`src/rtl/pxfmt_pkg.sv`:
```
package pxfmt_pkg;

  typedef enum logic [1:0] {
    MODE_HALF   = 2'd0,
    MODE_FULL24 = 2'd1,
    MODE_RED18  = 2'd2,
    MODE_BAD    = 2'd3
  } pmode_e;

  typedef enum logic [1:0] {
    FMT_565  = 2'd0,
    FMT_666  = 2'd1,
    FMT_888  = 2'd2,
    FMT_NONE = 2'd3
  } pfmt_e;

  typedef struct packed {
    logic [4:0] len;
    logic [4:0] off;
  } fld_t;

  localparam logic [1:0] WL_16 = 2'd0;
  localparam logic [1:0] WL_32 = 2'd3;
  localparam logic [1:0] BUS_8 = 2'd0;

  // channel index: 0 red, 1 green, 2 blue
  function automatic fld_t fld_of(pfmt_e f, int unsigned ch);
    fld_t r;
    r.len = 5'd0;
    r.off = 5'd0;
    case (f)
      FMT_565: begin
        r.len = (ch == 1) ? 5'd6 : 5'd5;
        r.off = (ch == 0) ? 5'd11 : ((ch == 1) ? 5'd5 : 5'd0);
      end
      FMT_666: begin
        r.len = 5'd6;
        r.off = (ch == 0) ? 5'd16 : ((ch == 1) ? 5'd8 : 5'd0);
      end
      FMT_888: begin
        r.len = 5'd8;
        r.off = (ch == 0) ? 5'd16 : ((ch == 1) ? 5'd8 : 5'd0);
      end
      default: begin
        r.len = 5'd0;
        r.off = 5'd0;
      end
    endcase
    return r;
  endfunction

endpackage

```
`src/rtl/pxfmt_cfg_dec.sv`:
```
module pxfmt_cfg_dec
  import pxfmt_pkg::*;
(
  input  logic [1:0] word_len,
  input  logic [1:0] bus_w,
  output pmode_e     mode,
  output logic       err,
  output logic [3:0] mask
);

  always_comb begin
    mode = MODE_BAD;
    if (word_len == WL_16) begin
      mode = MODE_HALF;
    end else if (word_len == WL_32) begin
      if (bus_w == BUS_8)       mode = MODE_BAD;
      else if (bus_w == 2'd3)   mode = MODE_FULL24;
      else                      mode = MODE_RED18;
    end
  end

  always_comb begin
    err  = 1'b0;
    mask = 4'h0;
    case (mode)
      MODE_HALF:   mask = 4'hF;
      MODE_FULL24: mask = 4'h7;
      MODE_RED18:  mask = 4'h7;
      default: begin
        err  = 1'b1;
        mask = 4'h0;
      end
    endcase
  end

endmodule

```
`src/rtl/pxfmt_unpack.sv`:
```
module pxfmt_unpack
  import pxfmt_pkg::*;
#(
  parameter int DATA_W = 32,
  parameter int PIX_W  = 24,
  parameter int CMP_W  = 6
) (
  input  logic              clk,
  input  logic              rst_n,
  input  pmode_e            mode,
  input  logic              fifo_clr,
  input  logic              in_valid,
  input  logic [DATA_W-1:0] in_data,
  output logic              in_ready,
  output logic              out_valid,
  input  logic              out_ready,
  output logic [PIX_W-1:0]  out_pixel
);

  localparam int HALF_W = DATA_W / 2;
  localparam int BYTE_W = 8;
  localparam int RED_W  = 3 * CMP_W;

  logic [DATA_W-1:0] word_q;
  logic              have_q, have_d;
  logic              hi_q, hi_d;
  logic              mode_ok, last_pix, out_fire, in_fire;

  assign mode_ok   = (mode != MODE_BAD);
  assign last_pix  = (mode != MODE_HALF) || hi_q;
  assign out_valid = have_q && mode_ok;
  assign out_fire  = out_valid && out_ready;
  assign in_ready  = mode_ok && !fifo_clr && (!have_q || (out_ready && last_pix));
  assign in_fire   = in_valid && in_ready;

  // next state
  always_comb begin
    have_d = have_q;
    hi_d   = hi_q;
    if (fifo_clr) begin
      have_d = 1'b0;
      hi_d   = 1'b0;
    end else begin
      if (out_fire) begin
        if (last_pix) begin
          have_d = 1'b0;
          hi_d   = 1'b0;
        end else begin
          hi_d = 1'b1;
        end
      end
      if (in_fire) begin
        have_d = 1'b1;
        hi_d   = 1'b0;
      end
    end
  end

  // registers
  always_ff @(posedge clk or negedge rst_n) begin
    if (!rst_n) begin
      have_q <= 1'b0;
      hi_q   <= 1'b0;
    end else begin
      have_q <= have_d;
      hi_q   <= hi_d;
    end
  end

  always_ff @(posedge clk or negedge rst_n) begin
    if (!rst_n) begin
      word_q <= '0;
    end else if (in_fire) begin
      word_q <= in_data;
    end
  end

  // pixel selection
  logic [HALF_W-1:0] half_sel;
  logic [RED_W-1:0]  reduced;

  assign half_sel = hi_q ? word_q[DATA_W-1:HALF_W] : word_q[HALF_W-1:0];

  generate
    for (genvar c = 0; c < 3; c++) begin : g_red
      assign reduced[c*CMP_W +: CMP_W] = word_q[c*BYTE_W +: CMP_W];
    end
  endgenerate

  always_comb begin
    out_pixel = '0;
    case (mode)
      MODE_HALF:   out_pixel = PIX_W'(half_sel);
      MODE_FULL24: out_pixel = word_q[PIX_W-1:0];
      MODE_RED18:  out_pixel = PIX_W'(reduced);
      default:     out_pixel = '0;
    endcase
  end

endmodule

```
`src/rtl/pxfmt_field_pack.sv`:
```
module pxfmt_field_pack
  import pxfmt_pkg::*;
#(
  parameter int CH_W   = 16,
  parameter int WORD_W = 32
) (
  input  logic              grey,
  input  pfmt_e             fmt,
  input  logic [CH_W-1:0]   red,
  input  logic [CH_W-1:0]   green,
  input  logic [CH_W-1:0]   blue,
  output logic [WORD_W-1:0] word
);

  localparam int ACC_W = 2 * CH_W + 2;
  localparam int FRAC  = 16;
  localparam logic [ACC_W-1:0] K_R = ACC_W'(19595);
  localparam logic [ACC_W-1:0] K_G = ACC_W'(38470);
  localparam logic [ACC_W-1:0] K_B = ACC_W'(7471);

  logic [ACC_W-1:0] acc;
  logic [CH_W-1:0]  luma;
  logic [CH_W-1:0]  chan [3];
  logic [WORD_W-1:0] part [3];

  assign acc  = ACC_W'(red) * K_R + ACC_W'(green) * K_G + ACC_W'(blue) * K_B;
  assign luma = CH_W'(acc >> FRAC);

  assign chan[0] = grey ? luma : red;
  assign chan[1] = grey ? luma : green;
  assign chan[2] = grey ? luma : blue;

  generate
    for (genvar i = 0; i < 3; i++) begin : g_ch
      fld_t f;
      assign f = fld_of(fmt, i);
      assign part[i] = (WORD_W'(chan[i]) >> (CH_W - int'(f.len))) << f.off;
    end
  endgenerate

  always_comb begin
    word = '0;
    for (int i = 0; i < 3; i++) word = word | part[i];
  end

endmodule

```
`src/rtl/pxfmt_top.sv`:
```
module pxfmt_top
  import pxfmt_pkg::*;
(
  input  logic        clk,
  input  logic        rst_n,
  input  logic [1:0]  cfg_word_len,
  input  logic [1:0]  cfg_bus_width,
  input  logic        fifo_clr,
  input  logic        in_valid,
  input  logic [31:0] in_data,
  output logic        in_ready,
  output logic        out_valid,
  input  logic        out_ready,
  output logic [23:0] out_pixel,
  output logic        cfg_error,
  output logic [3:0]  byte_mask,
  input  logic        pk_grey,
  input  logic [1:0]  pk_fmt,
  input  logic [15:0] pk_red,
  input  logic [15:0] pk_green,
  input  logic [15:0] pk_blue,
  output logic [31:0] pk_word
);

  pmode_e mode;

  pxfmt_cfg_dec u_dec (
    .word_len (cfg_word_len),
    .bus_w    (cfg_bus_width),
    .mode     (mode),
    .err      (cfg_error),
    .mask     (byte_mask)
  );

  pxfmt_unpack #(.DATA_W(32), .PIX_W(24), .CMP_W(6)) u_unp (
    .clk       (clk),
    .rst_n     (rst_n),
    .mode      (mode),
    .fifo_clr  (fifo_clr),
    .in_valid  (in_valid),
    .in_data   (in_data),
    .in_ready  (in_ready),
    .out_valid (out_valid),
    .out_ready (out_ready),
    .out_pixel (out_pixel)
  );

  pxfmt_field_pack #(.CH_W(16), .WORD_W(32)) u_pack (
    .grey  (pk_grey),
    .fmt   (pfmt_e'(pk_fmt)),
    .red   (pk_red),
    .green (pk_green),
    .blue  (pk_blue),
    .word  (pk_word)
  );

endmodule

```
`config.mk`:
```
export PLATFORM = sky130hd
export DESIGN_NAME = pxfmt_top
export DESIGN_NICKNAME = d
export VERILOG_FILES = /design/src/rtl/pxfmt_pkg.sv /design/src/rtl/pxfmt_cfg_dec.sv /design/src/rtl/pxfmt_unpack.sv /design/src/rtl/pxfmt_field_pack.sv /design/src/rtl/pxfmt_top.sv
export SDC_FILE = /design/constraint.sdc
export NUM_CORES = 1
export LEC_CHECK = 0
export ABC_AREA = 1
export CORE_MARGIN = 4
export CORE_UTILIZATION = 43
export DETAILED_ROUTE_END_ITERATION = 8
export PLACE_DENSITY = 0.65
export SLEW_MARGIN = 20
export SYNTH_ARGS = -nofsm -noshare
export SYNTH_HDL_FRONTEND = slang
export SYNTH_SLANG_ARGS = --single-unit
```
`constraint.sdc`:
```
create_clock -name clk -period 13.3 [get_ports clk]
set_clock_uncertainty 0.05 [all_clocks]
set_input_delay 2.66 -clock clk [delete_from_list [all_inputs] [get_ports clk]]
set_output_delay 2.66 -clock clk [all_outputs]
set_load 0.02 [all_outputs]
```
==> reports/qor.csv, run 1 <==
metric;value;unit
leading cell type in the layout, fill and taps excluded;sky130_fd_sc_hd__inv_1;
DRC marker count from the first detailed-route iteration;990;
total routing usage reported by global routing;0.242;
post-synthesis async set-or-reset flop share;1.00;
TritonCTS clock tree;yes;
maximum fanout along the worst path;4;
number of standard cells in the layout, taps in and fillers out;3028;
Yosys warning total;0;
leading post-synthesis cells by cell area;sky130_fd_sc_hd__fa_1 30%, sky130_fd_sc_hd__ha_1 24%, sky130_fd_sc_hd__inv_1 13%;
classification of the worst-slack hold path;flip-flop to flip-flop;
largest family of logic cells by synthesized area;adder cells;
Antenna diodes;0;
number of search-and-repair iterations in the first detailed-routing pass;5;
Syn Nets;2929;
Mapped Cells;2230;
number of I/O pins;155;
CTS H-Tree Depth;2;
DP Worst Slack;-0.270;ns
area growth from synthesis to layout;19.4;%
total via count in the routed design;15100;
time the worst path needs with I/O delays and setup;12.94;ns
clock slew at reported path FFs;0.05;ns
basic-gate share of the synthesized area counting and, or, nand and nor cells;0.191;
final hold violations;0;
die outline width;210;µm
max-capacitance violation count;0;
compound-cell area share of the yosys netlist;0.0594;
Total Nets Final;3202;
Core Util, Final;0.523;
GRT overflow;0;
insertion delay to the later sink of the worst-skew pair;0.28;ns
final critical-path setup slack;0.362;ns
commonest register cell after synthesis;sky130_fd_sc_hd__dfrtp_1;
Hold Crit Depth;2;
count of port buffers added during placement;154;
post-route clock period utilization;0.973;
fraction of synthesized area in multiplexers;0;
CTS Sinks;34;
Syn Area/Cell;7.86;µm²
Critical Path AT;10.23;ns
post-synthesis share of cell area spent on full adders, half adders and majority gates;0.547;
height of the die;210;µm
number of distinct standard cells referenced by the synthesized netlist;48;
maximum number of pins on one net before global-route repair;57;
result of the run;completed;
wire length per cell after detailed routing;17.4;µm
Finish-stage setup viols;0;
Vias/cell;4.98;
# hold bufs at CTS;0;
routability-driven placement congestion ratio;0.954;
count of nets left with antenna violations after detail routing;0;
CTS Buffer Depth;2;
highest-count cells in the layout ignoring fill and taps;597 x sky130_fd_sc_hd__inv_1, 403 x sky130_fd_sc_hd__nand2_1, 331 x sky130_fd_sc_hd__ha_1;
slew at the pin with the worst max-slew slack;0.940;ns
portion of synthesized cell area occupied by the leading cell type;0.304;
via count of the first global-routing pass;16300;
count of flip-flops with a built-in enable after synthesis;0;
Setup crit end kind;output port;
fmax;77.3;MHz
number of buffers inserted during clock tree synthesis;5;
library cell with the largest summed area after synthesis;sky130_fd_sc_hd__fa_1;
Site Rows;73;
total routed wirelength;52600;µm
number of antenna violations at the first check in global routing;1;
first-pass GRT wire length;86000;µm
Cell Count Post-Placement;3020;
worst-case headroom to the max-slew limit;0.371;
register bit total from synthesis;34;
number of cells traversed by the worst register-to-register path;8;
ratio of cells with drive above 1 in the final layout;0.114;
Seq/Total Area, Yosys;0.0485;
placed wire-length estimate after detailed placement;47200;µm
core area;40000;µm²
cell type of the slowest stage on the worst timing path;sky130_fd_sc_hd__fa_1;
die outline area;44100;µm²
Worst path most repeated cell;sky130_fd_sc_hd__nand2_1;
starting density of the core;0.438;
DRC Markers;0;
Post-Synth XOR/XNOR Area;0.0140;
Worst Path Class, Setup;primary input to output port;
cell area after technology mapping;17500;µm²
clock root cell;sky130_fd_sc_hd__clkbuf_16;
sort of element at the start of the critical path;primary input;
pins over their slew limit;0;
CP peak stage delay;0.52;ns
critical path data required time;10.59;ns
==> final cells by class <==
type	count	area, µm²
clock buffers	6	139
clock inverters	1	30.0
fillers	3902	19100
inverters	605	2270
multi-input cells	1550	14400
flip-flops and latches	34	851
well taps	525	657
repair buffers	307	2600
==> logic make-up (layout without fill, tap and decap cells) <==
group / count (synthesis) / in the layout
AO/OA/AOI/OAI: 171 / 171
XOR/XNOR: 28 / 28
adder cells (fa/ha/maj): 607 / 607
buffers and inverters: 646 / 919
flip-flops: 34 / 34
AND/OR/NAND/NOR: 744 / 744
==> per-stage QoR <==
| step | instance area, µm² | hold WS [ns] | setup TNS [ns] |
|---|---|---|---|
| 6_report | 20900 | 0.432 | 0 |
| 5_1_grt | 20900 | 0.459 | -0.0122 |
| 4_1_cts | 20800 | 0.431 | 0 |
| 3_5_place_dp | 20700 | 0.416 | -4.14 |
| 3_3_place_gp | 20700 | 0.415 | -2.26 |
| 2_1_floorplan | 17500 | 0.399 | 0 |
==> worst paths after layout <==
path | startpoint | slack (ns) | end
min in group asynchronous | rst_n | 2.73 | u_unp.word_q[2]$_DFFE_PN0P_
hold reg to reg | u_unp.word_q[30]$_DFFE_PN0P_ | 0.43 | u_unp.word_q[30]$_DFFE_PN0P_
max in group asynchronous | rst_n | 10.15 | u_unp.word_q[16]$_DFFE_PN0P_
setup / recovery | pk_green[4] | 0.36 | pk_word[3]
setup reg to reg | u_unp.hi_q$_DFFE_PN0P_ | 10.34 | u_unp.word_q[6]$_DFFE_PN0P_
hold / removal | u_unp.word_q[30]$_DFFE_PN0P_ | 0.43 | u_unp.word_q[30]$_DFFE_PN0P_
==> per-layer routing <==
metal,vias to the layer above,share of wire,global-route usage
li1,7410,-,-
met1,7220,0.46,0.339
met2,368,0.47,0.412
met3,71,0.039,0.0201
met4,2,0.028,0.0515
met5,-,0.00025,0
==> cells in the mapped netlist, types with 3 or more instances <==
cell / n
sky130_fd_sc_hd__inv_1: 597
sky130_fd_sc_hd__nand2_1: 406
sky130_fd_sc_hd__ha_1: 341
sky130_fd_sc_hd__fa_1: 266
sky130_fd_sc_hd__nand3_1: 165
sky130_fd_sc_hd__nor2_1: 74
sky130_fd_sc_hd__a21oi_1: 62
sky130_fd_sc_hd__dfrtp_1: 34
sky130_fd_sc_hd__o21ai_0: 34
sky130_fd_sc_hd__o211ai_1: 23
sky130_fd_sc_hd__buf_2: 21
sky130_fd_sc_hd__nand4_1: 17
sky130_fd_sc_hd__clkbuf_1: 16
sky130_fd_sc_hd__or2_2: 15
sky130_fd_sc_hd__xnor2_1: 15
sky130_fd_sc_hd__nand2_2: 14
sky130_fd_sc_hd__nand3_2: 13
sky130_fd_sc_hd__xor2_1: 13
sky130_fd_sc_hd__nor3_1: 12
sky130_fd_sc_hd__o21ai_1: 8
sky130_fd_sc_hd__o31ai_1: 8
sky130_fd_sc_hd__nor2_2: 7
sky130_fd_sc_hd__o21bai_1: 6
sky130_fd_sc_hd__a21oi_2: 5
sky130_fd_sc_hd__a21o_1: 4
sky130_fd_sc_hd__and2_1: 4
sky130_fd_sc_hd__clkinv_1: 4
sky130_fd_sc_hd__inv_2: 4
sky130_fd_sc_hd__nand3b_1: 4
sky130_fd_sc_hd__nor2_4: 4
sky130_fd_sc_hd__nor3_2: 4
sky130_fd_sc_hd__o21ai_2: 4
sky130_fd_sc_hd__a31o_2: 3
==> state kept, by name, summed over array words and instances, names as in the netlist <==
| name | flops |
|---|---|
| u_unp.word_q | 32 |
| u_unp.have_q | 1 |
| u_unp.hi_q | 1 |
==> worst max-delay path: cells and delay by family <==
kind                     cells  cell delay, ns
AO/OA/AOI/OAI                7            1.19
XOR/XNOR                     1            0.27
adder cells (fa/ha/maj)      9            3.55
buffers and inverters        9            1.45
AND/OR/NAND/NOR             14            1.12
==> timing repair <==
item                                    CTS  global route
pin swaps                                 1             9
endpoints found under the setup margin   31            32
buffers inserted                          0             1
resized for setup                        32            76
hold endpoints to repair                  0             0
Power of run 1 is left out: the tool's default activity adds up to more than one toggle a clock period on the data nets, which glitch-free logic cannot reach.
==> run 2: changes to the inputs <==
--- a/config.mk
+++ b/config.mk
@@ -7,9 +7,9 @@
 export LEC_CHECK = 0
 export ABC_AREA = 1
 export CORE_MARGIN = 4
-export CORE_UTILIZATION = 43
+export CORE_UTILIZATION = 50
 export DETAILED_ROUTE_END_ITERATION = 8
-export PLACE_DENSITY = 0.65
+export PLACE_DENSITY = 0.74
 export SLEW_MARGIN = 20
 export SYNTH_ARGS = -nofsm -noshare
 export SYNTH_HDL_FRONTEND = slang
==> run 2 against run 1 <==
Compared with the run above:
- via count is 1.9% higher
- clock-buffer cell count stayed put
- cell area is 1.2% lower
- global-route usage is 2.8 points higher
- critical path depth is 10 lower
- sequential share of layout area hardly changed
- register-to-register slack better by 0.06 ns
- fmax is 0.18% higher
- critical path type unchanged
- critical endpoint is now pk_word[7]
- largest cell class unchanged
==> reports/qor.csv, run 2 (synthesized netlist as in run 1, its figures left out) <==
metric;value;unit
post-detailed-placement cell area;20400;µm²
Worst path most repeated cell;sky130_fd_sc_hd__fa_1;
clock slew at reported path FFs;0.05;ns
height of the die;195;µm
worst-case headroom to the max-slew limit;0.303;
TritonCTS clock tree;yes;
total routed wirelength;50800;µm
pins over their slew limit;0;
insertion delay to the later sink of the worst-skew pair;0.29;ns
Finished Cell Area;20700;µm²
sort of element at the start of the critical path;primary input;
DRC Markers;0;
wire length per cell after detailed routing;17.3;µm
ratio of cells with drive above 1 in the final layout;0.102;
Antenna diodes;0;
fmax;77.4;MHz
Critical Path AT;10.21;ns
starting density of the core;0.508;
number of I/O pins;155;
critical path data required time;10.59;ns
final hold violations;0;
max-capacitance violation count;0;
die outline width;195;µm
core area;34500;µm²
time the worst path needs with I/O delays and setup;12.92;ns
GRT overflow;0;
Top Registers;u_unp.word_q x32, u_unp.have_q x1, u_unp.hi_q x1;
slew at the pin with the worst max-slew slack;1.04;ns
result of the run;completed;
number of search-and-repair iterations in the first detailed-routing pass;5;
total via count in the routed design;15400;
Filler Cells Inserted;3103;
cell type of the slowest stage on the worst timing path;sky130_fd_sc_hd__clkdlybuf4s50_1;
Most flops, register;u_unp.word_q;
routability-driven placement congestion ratio;1.03;
Site Rows;68;
clock root cell;sky130_fd_sc_hd__clkbuf_16;
Worst Path Class, Setup;primary input to output port;
Cell Count Post-Placement;2921;
Total Nets Final;3174;
maximum number of pins on one net before global-route repair;57;
maximum fanout along the worst path;6;
CTS Buffer Depth;2;
Vias/cell;5.24;
number of standard cells in the layout, taps in and fillers out;2931;
via count of the first global-routing pass;16000;
post-route clock period utilization;0.971;
CP peak stage delay;0.75;ns
die outline area;38100;µm²
# hold bufs at CTS;0;
Finish-stage setup viols;0;
placed wire-length estimate after detailed placement;45100;µm
DRC marker count from the first detailed-route iteration;1155;
Setup crit end kind;output port;
flip-flop count of the largest register, all copies and words added;32;
area growth from synthesis to layout;18.0;%
number of antenna violations at the first check in global routing;0;
CTS Sinks;34;
classification of the worst-slack hold path;flip-flop to flip-flop;
count of port buffers added during placement;154;
CTS H-Tree Depth;2;
highest-count cells in the layout ignoring fill and taps;597 x sky130_fd_sc_hd__inv_1, 404 x sky130_fd_sc_hd__nand2_1, 339 x sky130_fd_sc_hd__ha_1;
number of buffers inserted during clock tree synthesis;5;
first-pass GRT wire length;82800;µm
leading cell type in the layout, fill and taps excluded;sky130_fd_sc_hd__inv_1;
count of nets left with antenna violations after detail routing;0;
total routing usage reported by global routing;0.270;
run 2: changes by cell type in the layout (fill, tap and decap cells not counted), sizes merged, moves of 4 or more:
cell	change
dlymetal6s2s	+11
buf	-27
dlygate4sd2	-7
clkdlybuf4s15	-4
run 2: metal layers:
metal | wire (µm) | up-vias | share of wire | global-route usage
li1 | - | 7374 | - | -
met1 | 22000 | 7322 | 0.43 | 0.375
met2 | 23800 | 549 | 0.47 | 0.449
met3 | 3060 | 105 | 0.060 | 0.0269
met4 | 1920 | 0 | 0.038 | 0.0815
met5 | 0 | - | 0 | 0
run 2: final cells by class:
type	count	area, µm²	share of cell area
well taps	455	569	0.0275
clock inverters	2	60.1	0.00290
repair buffers	279	2430	0.117
clock buffers	6	139	0.00671
flip-flops and latches	34	851	0.0411
multi-input cells	1550	14400	0.695
inverters	605	2270	0.110
run 2: path summary, 6_finish.rpt:
check                                             start                            to  slack, ns  cells past startpoint
min in group asynchronous                         rst_n  u_unp.word_q[30]$_DFFE_PN0P_       2.73                      2
setup reg to reg                 u_unp.hi_q$_DFFE_PN0P_  u_unp.word_q[19]$_DFFE_PN0P_      10.40                      7
setup / recovery                            pk_blue[14]                    pk_word[7]       0.38                     30
hold / removal             u_unp.word_q[30]$_DFFE_PN0P_  u_unp.word_q[30]$_DFFE_PN0P_       0.43                      2
hold reg to reg            u_unp.word_q[30]$_DFFE_PN0P_  u_unp.word_q[30]$_DFFE_PN0P_       0.43                      2
max in group asynchronous                         rst_n  u_unp.word_q[26]$_DFFE_PN0P_      10.15                      2
run 2: through the flow:
step	util	setup WS (ns)	TNS, ns	hold slack (ns)
6_report	0.599	0.384	0	0.433
5_1_grt	0.599	-0.0302	-0.0340	0.451
4_1_cts	0.595	0.00437	0	0.434
3_5_place_dp	0.590	-0.138	-1.51	0.419
3_3_place_gp	0.590	-0.0419	-0.184	0.414
2_1_floorplan	-	1.49	0	0.399
run 2: timing repair:
item,in CTS,in global routing
pin swaps,0,5
gates resized for setup,25,88
setup buffers,0,2
setup endpoints to repair,26,32
run 2: critical path, delay by kind of cell:
| kind | cells | cell delay, ns |
|---|---|---|
| buf+inv | 8 | 1.76 |
| fa+ha+maj | 9 | 4.26 |
| compound gates | 1 | 0.08 |
| simple gates | 12 | 1.40 |
Power of run 2 is left out for the same reason.
